===== src/rtl/frame_pd_exchanger.sv =====
module frame_pd_exchanger #(
  parameter int HDR_LEN = 2,
  parameter int DEPTH   = 16,
  parameter int OFS_W   = 12,
  parameter int LEN_W   = 8
) (
  input  logic                     clk,
  input  logic                     rst_n,
  input  logic                     in_sof,
  input  logic                     in_valid,
  input  logic                     in_eof,
  input  logic [7:0]               in_data,
  output logic                     out_sof,
  output logic                     out_valid,
  output logic                     out_eof,
  output logic [7:0]               out_data,
  input  logic [OFS_W-1:0]         cfg_start,
  input  logic [LEN_W-1:0]         cfg_rx_len,
  input  logic [LEN_W-1:0]         cfg_tx_len,
  input  logic                     tx_we,
  input  logic [$clog2(DEPTH)-1:0] tx_addr,
  input  logic [7:0]               tx_wdata,
  input  logic [$clog2(DEPTH)-1:0] rx_addr,
  output logic [7:0]               rx_rdata,
  output logic                     rx_evt
);
  localparam int AW    = $clog2(DEPTH);
  localparam int IDX_W = OFS_W + LEN_W + 1;

  logic             in_frame;
  logic [IDX_W-1:0] idx_q;
  logic [7:0]       tx_buf [DEPTH];
  logic [7:0]       rx_buf [DEPTH];
  logic [7:0]       shadow [DEPTH];
  logic [DEPTH-1:0] mask, hit_v, keep_v;

  wire              active = in_valid && (in_sof || in_frame);
  wire              commit = active && in_eof;
  wire [IDX_W-1:0]  idx    = in_sof ? '0 : idx_q;
  wire [IDX_W-1:0]  base   = IDX_W'(HDR_LEN) + IDX_W'(cfg_start);
  wire              past_s = idx >= base;
  wire [IDX_W-1:0]  rel    = idx - base;
  wire              in_buf = rel < IDX_W'(DEPTH);
  wire              tx_hit = active && past_s && in_buf && rel < IDX_W'(cfg_tx_len);
  wire              rx_hit = active && past_s && in_buf && rel < IDX_W'(cfg_rx_len);
  wire [AW-1:0]     slot   = rel[AW-1:0];

  assign rx_rdata = rx_buf[rx_addr];

  always_comb begin
    for (int i = 0; i < DEPTH; i++) hit_v[i] = rx_hit && (slot == AW'(i));
    keep_v = in_sof ? '0 : mask;
  end

  always_ff @(posedge clk or negedge rst_n) begin
    if (!rst_n) begin
      in_frame <= 1'b0;
      idx_q    <= '0;
    end else if (active) begin
      in_frame <= !in_eof;
      idx_q    <= (idx == '1) ? idx : idx + 1'b1;
    end
  end

  always_ff @(posedge clk or negedge rst_n) begin
    if (!rst_n) begin
      out_sof   <= 1'b0;
      out_valid <= 1'b0;
      out_eof   <= 1'b0;
      out_data  <= '0;
      rx_evt    <= 1'b0;
    end else begin
      out_sof   <= in_valid && in_sof;
      out_valid <= in_valid;
      out_eof   <= in_valid && in_eof;
      out_data  <= tx_hit ? tx_buf[slot] : in_data;
      rx_evt    <= commit && |(keep_v | hit_v);
    end
  end

  always_ff @(posedge clk or negedge rst_n) begin
    if (!rst_n) begin
      mask <= '0;
      for (int i = 0; i < DEPTH; i++) begin
        tx_buf[i] <= '0;
        rx_buf[i] <= '0;
        shadow[i] <= '0;
      end
    end else begin
      for (int i = 0; i < DEPTH; i++) begin
        if (tx_we && tx_addr == AW'(i)) tx_buf[i] <= tx_wdata;
        if (hit_v[i]) shadow[i] <= in_data;
        if (commit) begin
          if (hit_v[i])       rx_buf[i] <= in_data;
          else if (keep_v[i]) rx_buf[i] <= shadow[i];
        end
      end
      if (commit)                 mask <= '0;
      else if (active && in_sof)  mask <= hit_v;
      else                        mask <= mask | hit_v;
    end
  end


  lat_valid_chk: assert property (@(posedge clk) disable iff (!rst_n)
    in_valid |=> out_valid);

  lat_idle_chk: assert property (@(posedge clk) disable iff (!rst_n)
    !in_valid |=> !out_valid);

  pass_chk: assert property (@(posedge clk) disable iff (!rst_n)
    (in_valid && !in_sof && !in_frame) |=> out_data == $past(in_data));

  evt_src_chk: assert property (@(posedge clk) disable iff (!rst_n)
    rx_evt |-> $past(in_valid && in_eof));

  for (genvar g = 0; g < DEPTH; g++) begin : g_hold

    hold_chk: assert property (@(posedge clk) disable iff (!rst_n)
      !(in_valid && in_eof) |=> $stable(rx_buf[g]));
  end
endmodule


===== config.mk =====
export PLATFORM = sky130hd
export DESIGN_NAME = frame_pd_exchanger
export DESIGN_NICKNAME = d
export VERILOG_FILES = /design/src/rtl/frame_pd_exchanger.sv
export SDC_FILE = /design/constraint.sdc
export NUM_CORES = 1
export LEC_CHECK = 0
export BUFFER_PORTS_ARGS = -buffer_cell sky130_fd_sc_hd__buf_2
export CORE_MARGIN = 4
export CORE_UTILIZATION = 44
export CTS_CLUSTER_DIAMETER = 200
export DETAILED_ROUTE_END_ITERATION = 10
export MAX_ROUTING_LAYER = met4
export PLACE_DENSITY = 0.66
export SETUP_SLACK_MARGIN = 0.4
export SLEW_MARGIN = 40
export SYNTH_ARGS = -nofsm -noshare
export SYNTH_HDL_FRONTEND = slang
export SYNTH_SLANG_ARGS = --single-unit

===== constraint.sdc =====
create_clock -name clk -period 4.9 [get_ports clk]
set_input_delay 0.735 -clock clk [delete_from_list [all_inputs] [get_ports clk]]
set_output_delay 0.735 -clock clk [all_outputs]
set_load 0.05 [all_outputs]

==> results of run 1 <==
## power by group
part           total [W]  internal, W  switching [W]
registers        0.00494      0.00434       0.000605
clock network    0.00363      0.00211        0.00153
logic            0.00321      0.00173        0.00148
total             0.0118      0.00817        0.00361
## registers in the layout (all words and copies together) (netlist names)
register   count
tx_buf       128
mask          16
out_valid      1
out_data       8
in_frame       1
shadow       128
rx_buf       128
idx_q         21
out_sof        1
rx_evt         1
out_eof        1
## worst paths after layout
kind / from / endpoint / slack (ns) / cells past startpoint
worst max-delay path: cfg_start[1] / shadow[95]$_DFFE_PN0P_ / 0.58 / 17
worst min register to register: shadow[46]$_DFFE_PN0P_ / shadow[46]$_DFFE_PN0P_ / 0.50 / 1
worst max register to register: idx_q[0]$_DFFE_PN0P_ / shadow[58]$_DFFE_PN0P_ / 0.67 / 12
min in group clk: in_valid / out_valid$_DFF_PN0_ / 0.42 / 1
worst min-delay path: rst_n / out_valid$_DFF_PN0_ / 0.07 / 1
max in group asynchronous: rst_n / tx_buf[31]$_DFFE_PN0P_ / 3.54 / 3
## placed cells by master (no fill, tap or decap), types with 15 or more instances in the layout
cell | Yosys | layout
nor2_1 | 62 | 58
mux2_4 | 5 | 87
xor2_1 | 21 | 20
inv_1 | 30 | 29
buf_2 | 32 | 75
a21oi_2 | 3 | 70
mux4_2 | 80 | 80
a21oi_1 | 142 | 75
clkbuf_16 | 0 | 47
nor2b_1 | 31 | 31
a221o_1 | 113 | 113
nand3_1 | 156 | 155
nand2_1 | 172 | 171
nand4_1 | 16 | 16
buf_12 | 1 | 20
mux2_2 | 260 | 178
dfrtp_1 | 434 | 434
and3_1 | 31 | 26
buf_4 | 0 | 62
nand2b_1 | 28 | 26
o21ai_0 | 16 | 15
ha_1 | 29 | 28
## cells in the mapped netlist, drive strengths merged (31+ instances only)
library cell | n | area [sq um]
nor2 | 62 | 233
and3 | 31 | 194
dfrtp | 434 | 10900
mux2 | 266 | 3010
buf | 87 | 443
nand2 | 172 | 646
a21oi | 146 | 753
nand3 | 156 | 781
mux4 | 80 | 1800
nor2b | 32 | 208
clkbuf | 102 | 383
a221o | 113 | 1130
## cell families (layout without fill, tap and decap cells)
group           after synthesis  in the layout  share of synthesized area
buf+inv                     220            274                     0.0413
fa+ha+maj                    30             30                     0.0168
mux                         351            351                      0.213
compound gates              356            356                      0.115
simple gates                556            556                      0.127
xor+xnor                     29             29                     0.0111
flops                       434            434                      0.476
other cells                   0              1                          0
## metal layers
metal  wire length [um]  GRT usage  vias up
met4               2130     0.0799        0
met1              28100      0.315     8507
met3               2910     0.0309      129
met5                  0          -        -
li1                   -          -     7358
met2              29500      0.353      506
## through the flow
stage	cell area [sq um]	setup TNS (ns)
after floorplan	23700	0
after global placement	24700	-0.292
after detailed placement	24800	-3.24
after CTS	26300	0
after global routing	26400	0
final	26400	0
## final cells by class
cell class              count  area (sq um)
fillers                  4464         24900
multi-input cells        1322         11700
flip-flops and latches    434         10900
clock buffers              65          1320
repair buffers            159          1280
well taps                 680           851
clock inverters            19           241
inverters                  31           116
diodes                      1          2.50
==> impl_metrics.ini, run 1 <==
[placed_design]
dp.cells = 2626
pre_cts_slack_ns = -0.0838
io_buffers = 77
routabilityCongestion = 0.892
place.detailed.hpwl_um = 40400

[grt]
grt_max_degree = 131
antenna_found_initial = 1
grt_pass1_vias = 16700
grt_pass1_wl_um = 98700
gr-usage-all-layers = 0.229
grt-ovfl-total = 0

[synthesis]
synth_seq_area_share = 0.476
yosys.cell_types.count = 70
synth_edf_count = 0
synth_nets = 2064
synth_warnings = 0
syn_inst = 1976
synth_seq_cells = 434
async_reset_ff_frac = 1.00
syn_area_sq_um = 22800
syn_avg_cell_area_sq_um = 11.6
synth_flop_cell = dfrtp_1

[clock_tree]
numClockSinks = 434
cts_setup_buffers = 0
numCtsBuffers = 47
postCtsHoldBufs = 0
post_cts_resize_count = 0
cts_tree = done
h-tree-depth = 2
cts_root_buf = clkbuf_16
cts_buffer_depth = 3
clock_insertion_delay_worst_skew_ns = 0.60
cts.clk_slew.worst_paths_ns = 0.06

[timing]
period_share = 0.882
finalSetupViolCount = 0
relSlewSlack = 0.440
period_needed_ns = 4.32
fmax_mhz = 231
clock_skew_ns = 0.0349
slew_viol_final = 0
grt_setup_unrepaired = false
finalHoldWorstSlack_ns = 0.0671
hold_viol_final = 0
tightestPinTransition_ns = 0.837
setup_slack_ns = 0.577

[final_layout]
area_growth_pct = 15.5
fin_cells = 2711
layout-drive-gt1-share = 0.342
fin_util = 0.514
final_nets = 2083

[die]
rows = 83
die_x_um = 236
initial_core_util = 0.445
ios = 78
die_area_sq_um = 55600
core_area_sq_um = 51300
die_h_um = 236

[outcome]
status = finished clean

[detailed_routing]
drtPass1Iterations = 5
vias = 16500
antenna_left = 0
drtIter0Drc = 1452
wl_per_cell_um = 23.1
wl_um = 62600
vias_per_cell = 6.09
drc_errors = 0

[power_and_ir_drop]
powerDensity_nw_per_um2 = 447
power_w = 0.0118
p_leak_nw = 11.6
ir_drop_v = 0.000296

[worst_setup_path]
cp.required_ns = 5.36
path_max_fanout = 23
crit_buf_inv = 3
cp_common_cell = ha_1
critPathMaxStageDelay_ns = 0.49
arrival_ns = 4.79
cp_slowest_cell = a221o_1
cpLargestDelayFamily = compound AO/OA/AOI/OAI gates
cp-start-kind = input port
path_cells = buf_2 -> ha_1 -> buf_4 -> xnor2_1 -> ha_1 -> o2111ai_1 -> a21oi_1 -> nor2_1 -> xnor2_2 -> ha_1 -> nand3_1 -> nor2_1 -> a221o_1 -> or3_4 -> nor3_4 -> buf_12 -> mux2_2
end_kind = flip-flop
critPathKind = in -> reg

[run]
cap_violations = 0

[min_path]
min_path_type = in -> async
No activity file was read; power rests on OpenSTA's default activity.
==> run 2: changes to the inputs <==
--- a/config.mk
+++ b/config.mk
@@ -5,6 +5,7 @@
 export SDC_FILE = /design/constraint.sdc
 export NUM_CORES = 1
 export LEC_CHECK = 0
+export ABC_AREA = 1
 export BUFFER_PORTS_ARGS = -buffer_cell sky130_fd_sc_hd__buf_2
 export CORE_MARGIN = 4
 export CORE_UTILIZATION = 44
==> constraint.sdc (replaced) <==
create_clock -name clk -period 5.5 [get_ports clk]
set_input_delay 0.825 -clock clk [delete_from_list [all_inputs] [get_ports clk]]
set_output_delay 0.825 -clock clk [all_outputs]
set_load 0.05 [all_outputs]
==> impl_metrics.ini, run 2 <==
[worst_setup_path]
end_kind = flip-flop
cp-start-kind = input port
r2r_setup_slack_ns = 1.13
critPathKind = in -> reg
timing.rr.start = idx_q[1]$_DFFE_PN0P_
r2r_end = rx_buf[3]$_DFFE_PN0P_
path_max_fanout = 16
arrival_ns = 4.98
r2r_cells = 26
cp.required_ns = 5.92

[clock_tree]
cts_setup_buffers = 0
post_cts_resize_count = 0
cts_buffer_depth = 3
h-tree-depth = 2
cts_tree = done
numCtsBuffers = 47
numClockSinks = 434
cts.clk_slew.worst_paths_ns = 0.06
clock_insertion_delay_worst_skew_ns = 0.58
cts_root_buf = clkbuf_16
postCtsHoldBufs = 0

[synthesis]
synth_warnings = 0
syn_avg_cell_area_sq_um = 8.39
synth_seq_cells = 434
syn_area_sq_um = 21100
async_reset_ff_frac = 1.00
synth_seq_area_share = 0.515
synth_edf_count = 0
synth_flop_cell = dfrtp_1
yosys.cell_types.count = 48
synth.area.top_cells = dfrtp_1, nand2_1, inv_1
synth_common_cells = nand2_1, dfrtp_1, inv_1, o21ai_0, o21ai_1
yosysMostFrequentCell = nand2_1
synth.largest_area_cell = dfrtp_1
synth_nets = 2603
yosysTopAreaCellShare = 0.515
syn_inst = 2515

[detailed_routing]
drtPass1Iterations = 5
drc_errors = 0
wl_per_cell_um = 17.5
antenna_left = 0
wl_um = 55800
vias = 17100
vias_per_cell = 5.37
drtIter0Drc = 1559

[grt]
use_met1 = 0.304
antenna_found_initial = 0
grt_pass1_wl_um = 89400
grt_max_degree = 141
met2_usage = 0.355
top_usage_layer = met2
grt_use_met3 = 0.0300
gr-usage-all-layers = 0.225
grt-ovfl-total = 0
grt_pass1_vias = 16600

[placed_design]
io_buffers = 77
pre_cts_slack_ns = 0.419
routabilityCongestion = 0.908
place.detailed.hpwl_um = 37500

[final_layout]
final_nets = 2639
area_growth_pct = 10.9
fin_util = 0.498
final_common_cell = nand2_1
num_antenna_cells = 0
final_cell_mix = nand2_1, dfrtp_1, inv_1, o21ai_0, o21ai_1
layout-drive-gt1-share = 0.105
largestRegisters = rx_buf (128), shadow (128), tx_buf (128)

[timing]
period_share = 0.829
setup_slack_ns = 0.939
grt_setup_unrepaired = false
slew_viol_final = 0
fin_tns_setup_ns = 0
fmax_mhz = 219
hold_viol_final = 0
tightestPinTransition_ns = 0.788
finalSetupViolCount = 0
clock_skew_ns = 0.0236
finalHoldWorstSlack_ns = 0.128
relSlewSlack = 0.475
period_needed_ns = 4.56

[power_and_ir_drop]
powerDensity_nw_per_um2 = 330
power_w = 0.00773
ir_drop_v = 0.000248
p_leak_nw = 12.1

[die]
ios = 78
die_x_um = 227
initial_core_util = 0.449
die_area_sq_um = 51500
core_area_sq_um = 47000
rows = 79
die_h_um = 227

[outcome]
status = finished clean

[min_path]
min_path_type = in -> async

[run]
cap_violations = 0
## run 2: cell types whose count changed after synthesis, sizes merged, moves of 39 or more
cell   delta
mux4     -80
a21oi    -53
inv     +333
buf      -39
nand3   -102
nor2     +89
nand2   +450
mux2    -266
a221o   -112
o21ai   +420
## run 2: per-stage QoR
| stage | cells | cell area (sq um) |
|---|---|---|
| finish | 3191 | 23400 |
| global route | 3191 | 23400 |
| CTS | 3189 | 23400 |
| detailed placement | 3107 | 21800 |
| global placement | 3106 | 21800 |
| floorplan | 2515 | 21100 |
## run 2: critical path, cell delays in order
cell and delay (ns):
buf_2 0.12, nand3_1 0.11, nor3_1 0.29, inv_1 0.10
nor3_1 0.34, a21o_1 0.17, o21ai_0 0.08, ha_1 0.39
nand2_1 0.12, nor2_1 0.18, inv_1 0.06, nor2_1 0.16
nand2_1 0.11, nand3_1 0.10, nand2_1 0.06, nor2_1 0.14
nand2_1 0.11, nor2_4 0.31, buf_4 0.31, nand4_1 0.20
nand2_1 0.14, nand2_1 0.30, nand2_1 0.17, o21ai_0 0.09
## run 2: cell families (layout without fill, tap and decap cells)
group / after synthesis / after routing / share of synthesized area
AOI/OAI and AO/OA: 635 / 635 / 0.167
and+or+nand+nor: 881 / 881 / 0.179
xor gates and xnor gates: 25 / 25 / 0.0104
DFF: 434 / 434 / 0.515
muxes: 28 / 28 / 0.0133
adders and majority gates: 30 / 30 / 0.0181
buffers and inverters: 482 / 551 / 0.0971
## run 2: area by class of cell
cell class / instances / area [sq um]
Timing Repair Buffer: 99 / 639
Inverter: 370 / 1390
Clock buffer: 68 / 1390
Multi-Input combinational cell: 1599 / 8220
Sequential cell: 434 / 10900
Tap cell: 607 / 759
Clock inverter: 14 / 145
Fill cell: 4369 / 23500
## run 2: report_power, final
group          internal, W  switching [W]  total (W)
combinational     0.000340       0.000753    0.00109
sequential         0.00341      0.0000973    0.00351
clock              0.00184        0.00129    0.00313
total              0.00559        0.00214    0.00773
## run 2: worst max-delay path by stage
stage	end	start	depth (start not counted)
after floorplan	rx_buf[94]$_DFFE_PN0P_	in_sof	29
after global placement	rx_buf[2]$_DFFE_PN0P_	in_sof	27
after global routing	rx_buf[125]$_DFFE_PN0P_	cfg_start[1]	23
final	rx_buf[121]$_DFFE_PN0P_	cfg_start[1]	24
after CTS	rx_buf[3]$_DFFE_PN0P_	in_sof	26
after detailed placement	rx_buf[1]$_DFFE_PN0P_	in_sof	26
## run 2: per-layer routing
metal  vias to the layer above  part of all wire
met4                         0             0.029
met1                      8273              0.45
met2                       505              0.47
li1                       8238                 -
met5                         -                 0
met3                       108             0.055
